--- src/rtl/i2cbr_pkg.sv ---
package i2cbr_pkg;

  localparam int ADDR_W = 16;
  localparam int DATA_W = 32;

  // Byte-level commands from the serial engine to the window datapath
  typedef struct packed {
    logic       setPtr;   // first written byte: new offset
    logic       putByte;  // data byte written at the offset
    logic       takeByte; // byte at the offset handed to the host
    logic [7:0] val;      // received byte
  } winCmd_t;

  localparam logic [7:0] LD_IDLE = 8'hFF;
  localparam logic [7:0] LD_PEND = 8'h01;
  localparam logic [7:0] LD_FAIL = 8'h02;
  localparam logic [7:0] LD_OK   = 8'h00;
  localparam logic [7:0] ST_IDLE = 8'hFF;
  localparam logic [7:0] ST_PEND = 8'h05;
  localparam logic [7:0] ST_FAIL = 8'h06;
  localparam logic [7:0] ST_OK   = 8'h04;

endpackage

--- src/rtl/i2cbr_ctrl.sv ---
module i2cbr_ctrl
  import i2cbr_pkg::*;
#(
  parameter logic [6:0] BASE_ADDR   = 7'h66,
  parameter int         SYNC_STAGES = 2
) (
  input  logic       clk,
  input  logic       rstN,
  input  logic       instStrap,
  input  logic       sclIn,
  input  logic       sdaIn,
  input  logic [7:0] winRdByte,
  output logic       sdaOe,
  output winCmd_t    cmd
);

  typedef enum logic [2:0] {
    S_IDLE, S_ADDR, S_AACK, S_WR, S_WACK, S_RD, S_RACK
  } phase_t;

  logic [SYNC_STAGES-1:0] sclSync, sdaSync;
  logic sclQ, sdaQ, sclPrev, sdaPrev;
  logic sclRise, sclFall, startSeen, stopSeen;
  phase_t phase;
  logic [3:0] bitCnt;
  logic [7:0] shiftReg, txReg;
  logic rnw, firstByte, hostNack, loadTx;
  logic [6:0] myAddr;

  assign sclQ = sclSync[SYNC_STAGES-1];
  assign sdaQ = sdaSync[SYNC_STAGES-1];
  assign sclRise = sclQ && !sclPrev;
  assign sclFall = !sclQ && sclPrev;
  assign startSeen = sclQ && sclPrev && sdaPrev && !sdaQ;
  assign stopSeen  = sclQ && sclPrev && !sdaPrev && sdaQ;
  assign myAddr = BASE_ADDR + {6'd0, instStrap};

  assign loadTx = sclFall && ((phase == S_AACK && rnw) || (phase == S_RACK && !hostNack));

  always_comb begin
    cmd = '0;
    cmd.val = shiftReg;
    cmd.setPtr  = (phase == S_WR) && sclFall && (bitCnt == 4'd8) && firstByte;
    cmd.putByte = (phase == S_WR) && sclFall && (bitCnt == 4'd8) && !firstByte;
    cmd.takeByte = loadTx;
  end

  always_ff @(posedge clk) begin
    if (!rstN) begin
      sclSync <= '1;
      sdaSync <= '1;
      sclPrev <= 1'b1;
      sdaPrev <= 1'b1;
    end else begin
      sclSync <= {sclSync[SYNC_STAGES-2:0], sclIn};
      sdaSync <= {sdaSync[SYNC_STAGES-2:0], sdaIn};
      sclPrev <= sclQ;
      sdaPrev <= sdaQ;
    end
  end

  always_ff @(posedge clk) begin
    if (!rstN) begin
      phase <= S_IDLE;
      bitCnt <= '0;
      shiftReg <= '0;
      txReg <= '0;
      rnw <= 1'b0;
      firstByte <= 1'b0;
      hostNack <= 1'b0;
      sdaOe <= 1'b0;
    end else if (startSeen) begin
      phase <= S_ADDR;
      bitCnt <= '0;
      sdaOe <= 1'b0;
    end else if (stopSeen) begin
      phase <= S_IDLE;
      sdaOe <= 1'b0;
    end else begin
      unique case (phase)
        S_IDLE: ;
        S_ADDR, S_WR: begin
          if (sclRise && bitCnt < 4'd8) begin
            shiftReg <= {shiftReg[6:0], sdaQ};
            bitCnt <= bitCnt + 4'd1;
          end else if (sclFall && bitCnt == 4'd8) begin
            if (phase == S_WR) begin
              phase <= S_WACK;
              sdaOe <= 1'b1;
              firstByte <= 1'b0;
            end else if (shiftReg[7:1] == myAddr) begin
              phase <= S_AACK;
              sdaOe <= 1'b1;
              rnw <= shiftReg[0];
            end else begin
              phase <= S_IDLE;
            end
          end
        end
        S_AACK: begin
          if (sclFall && !rnw) begin
            phase <= S_WR;
            sdaOe <= 1'b0;
            bitCnt <= '0;
            firstByte <= 1'b1;
          end
        end
        S_WACK: begin
          if (sclFall) begin
            phase <= S_WR;
            sdaOe <= 1'b0;
            bitCnt <= '0;
          end
        end
        S_RD: begin
          if (sclFall) begin
            if (bitCnt == 4'd7) begin
              phase <= S_RACK;
              sdaOe <= 1'b0;
            end else begin
              bitCnt <= bitCnt + 4'd1;
              txReg <= {txReg[6:0], 1'b0};
              sdaOe <= !txReg[6];
            end
          end
        end
        S_RACK: begin
          if (sclRise) hostNack <= sdaQ;
          else if (sclFall && hostNack) phase <= S_IDLE;
        end
        default: phase <= S_IDLE;
      endcase
      if (loadTx) begin
        phase <= S_RD;
        bitCnt <= '0;
        txReg <= winRdByte;
        sdaOe <= !winRdByte[7];
      end
    end
  end

  AST_SDA_MOVES_LOW: assert property (@(posedge clk) disable iff (!rstN)
    (sdaOe != $past(sdaOe)) |-> !sclQ);

  AST_ONE_CMD: assert property (@(posedge clk) disable iff (!rstN)
    $onehot0({cmd.setPtr, cmd.putByte, cmd.takeByte}));

endmodule

--- src/rtl/i2cbr_dp.sv ---
module i2cbr_dp
  import i2cbr_pkg::*;
#(
  parameter int TIMEOUT_CYC = 256
) (
  input  logic              clk,
  input  logic              rstN,
  input  winCmd_t           cmd,
  output logic [7:0]        winRdByte,
  output logic [ADDR_W-1:0] busAddr,
  output logic [DATA_W-1:0] busWdata,
  output logic              busWrEn,
  output logic              busRdEn,
  input  logic [DATA_W-1:0] busRdata,
  input  logic              busReady,
  input  logic              busErr
);

  localparam int CNT_W = (TIMEOUT_CYC > 1) ? $clog2(TIMEOUT_CYC) : 1;
  localparam int NBYTE = DATA_W / 8;

  logic [7:0] ptr;
  logic [ADDR_W-1:0] ldAddr, stAddr, reqAddr;
  logic [DATA_W-1:0] ldData, stData, reqData;
  logic [7:0] ldStat, stStat;
  logic opBusy, opStore;
  logic [CNT_W-1:0] waitCnt;
  logic inWin, goLoad, goStore;

  assign inWin = (ptr[7:4] == 4'hF);
  assign goLoad  = cmd.takeByte && ptr == 8'hFC && !opBusy;
  assign goStore = cmd.takeByte && ptr == 8'hFE && !opBusy;

  always_comb begin
    winRdByte = '0;
    if (inWin) begin
      unique case (ptr[3:0])
        4'h0: winRdByte = ldAddr[15:8];
        4'h1: winRdByte = ldAddr[7:0];
        4'h2: winRdByte = stAddr[15:8];
        4'h3: winRdByte = stAddr[7:0];
        4'h4, 4'h5, 4'h6, 4'h7:
          winRdByte = ldData[8*(NBYTE-1-int'(ptr[1:0])) +: 8];
        4'h8, 4'h9, 4'hA, 4'hB:
          winRdByte = stData[8*(NBYTE-1-int'(ptr[1:0])) +: 8];
        4'hC, 4'hD: winRdByte = ldStat;
        default: winRdByte = stStat;
      endcase
    end
  end

  always_ff @(posedge clk) begin
    if (!rstN) begin
      ptr <= '0;
      ldAddr <= '0;
      stAddr <= '0;
      stData <= '0;
    end else begin
      if (cmd.setPtr) ptr <= cmd.val;
      else if (cmd.putByte || cmd.takeByte) ptr <= ptr + 8'd1;
      if (cmd.putByte && inWin) begin
        unique case (ptr[3:0])
          4'h0: ldAddr[15:8] <= cmd.val;
          4'h1: ldAddr[7:0]  <= cmd.val;
          4'h2: stAddr[15:8] <= cmd.val;
          4'h3: stAddr[7:0]  <= cmd.val;
          default: ;
        endcase
        for (int b = 0; b < NBYTE; b++)
          if (ptr[3:0] == 4'(8 + b)) stData[8*(NBYTE-1-b) +: 8] <= cmd.val;
      end
    end
  end

  always_ff @(posedge clk) begin
    if (!rstN) begin
      opBusy <= 1'b0;
      opStore <= 1'b0;
      waitCnt <= '0;
      reqAddr <= '0;
      reqData <= '0;
      ldData <= '0;
      ldStat <= LD_IDLE;
      stStat <= ST_IDLE;
    end else if (goLoad || goStore) begin
      opBusy <= 1'b1;
      opStore <= goStore;
      waitCnt <= '0;
      reqAddr <= goStore ? stAddr : ldAddr;
      reqData <= stData;
      if (goStore) stStat <= ST_PEND;
      else ldStat <= LD_PEND;
    end else if (opBusy) begin
      if (busReady) begin
        opBusy <= 1'b0;
        if (opStore) stStat <= busErr ? ST_FAIL : ST_OK;
        else begin
          ldStat <= busErr ? LD_FAIL : LD_OK;
          if (!busErr) ldData <= busRdata;
        end
      end else if (waitCnt == CNT_W'(TIMEOUT_CYC - 1)) begin
        opBusy <= 1'b0;
        if (opStore) stStat <= ST_FAIL;
        else ldStat <= LD_FAIL;
      end else begin
        waitCnt <= waitCnt + 1'b1;
      end
    end
  end

  assign busRdEn  = opBusy && !opStore;
  assign busWrEn  = opBusy && opStore;
  assign busAddr  = reqAddr;
  assign busWdata = reqData;

  AST_ONE_ENABLE: assert property (@(posedge clk) disable iff (!rstN)
    !(busRdEn && busWrEn));

  AST_REQ_HELD: assert property (@(posedge clk) disable iff (!rstN)
    ((busRdEn && $past(busRdEn)) || (busWrEn && $past(busWrEn)))
      |-> ($stable(busAddr) && $stable(busWdata)));

  AST_LD_PENDING: assert property (@(posedge clk) disable iff (!rstN)
    busRdEn |-> ldStat == LD_PEND);

  AST_ST_PENDING: assert property (@(posedge clk) disable iff (!rstN)
    busWrEn |-> stStat == ST_PEND);

  AST_SILENT_FAIL: assert property (@(posedge clk) disable iff (!rstN)
    ($past(busRdEn) && !busRdEn && !$past(busReady)) |-> ldStat == LD_FAIL);

endmodule

--- src/rtl/i2cbr_top.sv ---
module i2cbr_top
  import i2cbr_pkg::*;
#(
  parameter logic [6:0] BASE_ADDR   = 7'h66,
  parameter int         TIMEOUT_CYC = 256
) (
  input  logic        clk,
  input  logic        rstN,
  input  logic        instStrap,
  input  logic        sclIn,
  input  logic        sdaIn,
  output logic        sdaOe,
  output logic [15:0] busAddr,
  output logic [31:0] busWdata,
  output logic        busWrEn,
  output logic        busRdEn,
  input  logic [31:0] busRdata,
  input  logic        busReady,
  input  logic        busErr
);

  winCmd_t cmd;
  logic [7:0] winRdByte;

  i2cbr_ctrl #(.BASE_ADDR(BASE_ADDR), .SYNC_STAGES(2)) uCtrl (
    .clk(clk), .rstN(rstN), .instStrap(instStrap),
    .sclIn(sclIn), .sdaIn(sdaIn), .winRdByte(winRdByte),
    .sdaOe(sdaOe), .cmd(cmd)
  );

  i2cbr_dp #(.TIMEOUT_CYC(TIMEOUT_CYC)) uDp (
    .clk(clk), .rstN(rstN), .cmd(cmd), .winRdByte(winRdByte),
    .busAddr(busAddr), .busWdata(busWdata), .busWrEn(busWrEn),
    .busRdEn(busRdEn), .busRdata(busRdata), .busReady(busReady),
    .busErr(busErr)
  );

endmodule

--- config.mk ---
export PLATFORM = sky130hd
export DESIGN_NAME = i2cbr_top
export DESIGN_NICKNAME = d
export VERILOG_FILES = /design/src/rtl/i2cbr_pkg.sv /design/src/rtl/i2cbr_ctrl.sv /design/src/rtl/i2cbr_dp.sv /design/src/rtl/i2cbr_top.sv
export SDC_FILE = /design/constraint.sdc
export NUM_CORES = 1
export LEC_CHECK = 0
export BUFFER_PORTS_ARGS = -buffer_cell sky130_fd_sc_hd__buf_2
export CORE_MARGIN = 5
export CORE_UTILIZATION = 55
export DETAILED_ROUTE_END_ITERATION = 12
export PLACE_DENSITY = 0.82
export SLEW_MARGIN = 10
export SYNTH_ARGS = -nofsm -noshare
export SYNTH_HDL_FRONTEND = slang
export SYNTH_SLANG_ARGS = --single-unit
--- constraint.sdc ---
create_clock -name clk -period 5.1 [get_ports clk]
set_input_delay 0.255 -clock clk [delete_from_list [all_inputs] [get_ports clk]]
set_output_delay 0.255 -clock clk [all_outputs]
set_load 0.02 [all_outputs]
==> flow_metrics.py <==
metrics = {
    "hold_path": {
        "min-delay-start": "sclIn",
        "min_path_type": "input port to register",
        "min_to": "uCtrl.sclSync[0]$_SDFF_PN1_",
        "min_path_cells": 2,
    },
    "routing": {
        "drc_errors": 0,
        "first_pass_iters": 6,
        "drt-initial-drc-count": 777,
        "viasPerCell": 5.96,
        "wl_per_cell_um": 18.4,
        "drt.antenna.violating_nets": 0,
        "vias": 7767,
        "routed_wl_mm": 24.0,
    },
    "finish": {
        "area_delta_synth_final_pct": 10.6,
        "drive_above_1_share": 0.196,
        "final_cell_count_no_fill": 1304,
        "nets": 1120,
        "antenna_cells": 0,
    },
    "yosys": {
        "synth_cell_types": 77,
        "yosysTopAreaCellShare": 0.435,
        "syn_nets": 1072,
        "seq_area_frac_synth": 0.435,
        "synth_top_flop_cell": "dfxtp_1",
        "avgSynthCellArea_um2": 9.00,
        "async_flop_share": 0,
        "ys_seq_elements": 200,
        "synth_edf_count": 0,
        "synth_top_cell_by_area": "dfxtp_1",
        "synth_commonest_cells": "nand2_1 (262), dfxtp_1 (200), mux2i_1 (81)",
        "postSynthCellCount": 1023,
        "syn_area_mm2": 0.00921,
        "yosysMostFrequentCell": "nand2_1",
        "ys.warnings.count": 0,
        "synth_area_leaders": "dfxtp_1 (43%), nand2_1 (11%), mux2i_1 (8.8%), mux4_2 (3.9%), a21oi_1 (3.4%)",
    },
    "setup_path": {
        "worst-path-max-fanout": 54,
        "end_kind": "register",
        "crit_type": "register to register",
        "reg2reg_to": "uDp.waitCnt[3]$_SDFFE_PP0P_",
        "critPathSlowestCell": "or3_2",
        "arrival_ns": 3.68,
        "cp-start-kind": "register",
        "r2r_start": "uDp.ptr[1]$_SDFFE_PN0P_",
        "critical-path-max-stage-delay_ns": 0.88,
        "cp_num_cells": 6,
        "r2r_setup_slack_ns": 1.78,
        "required_ns": 5.47,
        "worstPathCellList": "clkinv_1 > ha_1 > o21ai_0 > or3_2 > nand2_1 > nor2_1",
        "crit_family": "simple AND/OR/NAND/NOR gates",
        "critical_path_buf_inv_count": 1,
        "reg2reg_depth": 6,
    },
    "global_route": {
        "overflow": 0,
        "grt_pass1_wl_mm": 39.2,
        "grt_max_degree": 78,
        "grtUsageTotal": 0.246,
        "grt_antenna_before_repair": 0,
        "grt_pass1_vias": 7523,
    },
    "status": {
        "status": "complete, no violations",
    },
    "timing": {
        "fmax_mhz": 301,
        "max-slew-margin-rel": 0.211,
        "fin_crit_ns": 3.32,
        "finalCritPeriodShare": 0.650,
        "drv_slew": 0,
        "timing.setup.tns_ns": 0,
        "rsz0062_at_grt": "no",
        "setup_violations": 0,
        "holdWs_ns": 0.00837,
        "hold_viol": 0,
        "worst_pin_slew_ns": 1.18,
        "finalClockSkew_ns": 0.0124,
    },
    "clock_tree": {
        "clock_path_buffers": 2,
        "cts-root-buf": "clkbuf_16",
        "cts_tree": "yes",
        "numCtsBuffers": 17,
        "cts.sinks": 200,
        "cts_hold_buf": 0,
        "insertion_delay_ns": 0.44,
        "htree_levels": 4,
        "clk_pin_slew_worst_paths_ns": 0.07,
        "post_cts_buffers": 0,
        "cts_resized": 0,
    },
    "place": {
        "place_hpwl_mm": 16.2,
        "numPortBuffers": 89,
        "placed_cells": 1272,
        "gp_congestion": 0.894,
    },
    "floorplanning": {
        "ios": 90,
        "die_x_um": 139,
        "initial_core_util": 0.557,
        "core_area_mm2": 0.0165,
        "rows": 47,
        "fp.dieH_um": 139,
        "dieArea_mm2": 0.0194,
    },
    "flow_run": {
        "cap_violations": 0,
    },
    "power": {
        "p_leak_uw": 0.00411,
        "powerDensity_mw_per_mm2": 287,
        "vdd_drop_max_v": 0.000263,
    },
}
==> area by class of cell <==
type / count / area [um^2]
clock buffer: 19 / 443
clock inverter: 13 / 118
fill: 1374 / 6330
inverter: 23 / 87.6
multi-input combinational: 735 / 4780
sequential: 200 / 4000
tap: 220 / 275
timing repair buffer: 94 / 483
==> report_power, final <==
| group | internal [uW] | switching, uW | leakage, uW |
|---|---|---|---|
| clock | 653 | 642 | 0.000268 |
| sequential | 1560 | 5.39 | 0.00161 |
| combinational | 20.4 | 42.4 | 0.00223 |
| total | 2240 | 689 | 0.00411 |
==> per-stage QoR <==
step / power (uW) / setup WS (ns) / instance area [um^2] / util
6_report: 2930 / 1.78 / 10200 / 0.617
2_1_floorplan: 1640 / 2.52 / 9210 / -
5_1_grt: 3000 / 1.43 / 10200 / 0.617
4_1_cts: 2930 / 1.78 / 10200 / 0.617
3_3_place_gp: 1670 / 1.94 / 9630 / 0.583
3_5_place_dp: 1670 / 1.80 / 9630 / 0.583
==> layer usage <==
layer | part of all wire | GRT usage | vias up
met3 | 0.076 | 0.0528 | 47
li1 | - | - | 3655
met1 | 0.43 | 0.326 | 3725
met2 | 0.47 | 0.399 | 340
met5 | 0 | 0 | -
met4 | 0.029 | 0.0860 | 0
==> sequential cells by signal, summed over array words and instances (netlist names), 4 cells and up <==
register,flops
uCtrl.txReg,7
uDp.waitCnt,8
uDp.busAddr,16
uDp.ldAddr,16
uDp.ptr,8
uDp.stAddr,16
uDp.ldData,32
uCtrl.bitCnt,4
uCtrl.shiftReg,8
uDp.stData,32
uDp.busWdata,32
==> cell families (layout without fill, tap and decap cells) <==
group	after synthesis	after routing	synth area share
AND/OR/NAND/NOR	417	417	0.216
adder cells (fa/ha/maj)	10	10	0.0136
buffers and inverters	88	149	0.0465
AO/OA/AOI/OAI	198	198	0.149
flip-flops	200	200	0.435
XOR/XNOR	11	11	0.0105
multiplexers	99	99	0.130
==> worst max-delay path by stage <==
stage                                       start                          end
after detailed placement  uDp.ptr[1]$_SDFFE_PN0P_  uDp.waitCnt[3]$_SDFFE_PP0P_
after global placement    uDp.ptr[1]$_SDFFE_PN0P_  uDp.waitCnt[7]$_SDFFE_PP0P_
final                     uDp.ptr[1]$_SDFFE_PN0P_  uDp.waitCnt[3]$_SDFFE_PP0P_
after CTS                 uDp.ptr[1]$_SDFFE_PN0P_  uDp.waitCnt[3]$_SDFFE_PP0P_
after floorplan           uDp.ptr[0]$_SDFFE_PN0P_     uCtrl.sdaOe$_SDFFE_PP0P_
after global routing      uDp.ptr[1]$_SDFFE_PN0P_  uDp.waitCnt[5]$_SDFFE_PP0P_
==> placed cells by master, fill, tap and decap left out, types with 4 or more instances in the layout <==
cell       netlist  routed
a22oi_1         11      11
a22o_1           4       4
ha_1            10      10
nand2_1        262     262
a221oi_1         7       7
o22ai_1          4       4
inv_1           22      21
nor2b_1          4       4
nor3_1           5       5
clkbuf_16        0      17
and3_1           6       6
buf_2           15      89
nand2_2         28      28
buf_4            3       5
a311oi_1         5       5
mux2i_1         81      81
a211oi_1         6       6
a21oi_1         62      62
and2_1           7       7
o21ai_0         22      22
a21oi_2         20      20
nand4_1          4       4
nor2_1          29      29
nand2b_1        12      12
dfxtp_1        200     200
a31oi_1         20      20
mux4_2          16      16
xnor2_1          9       9
nand3b_1        18      18
nand3_1         11      11
Note: power is estimated with default switching activity, not from simulation.
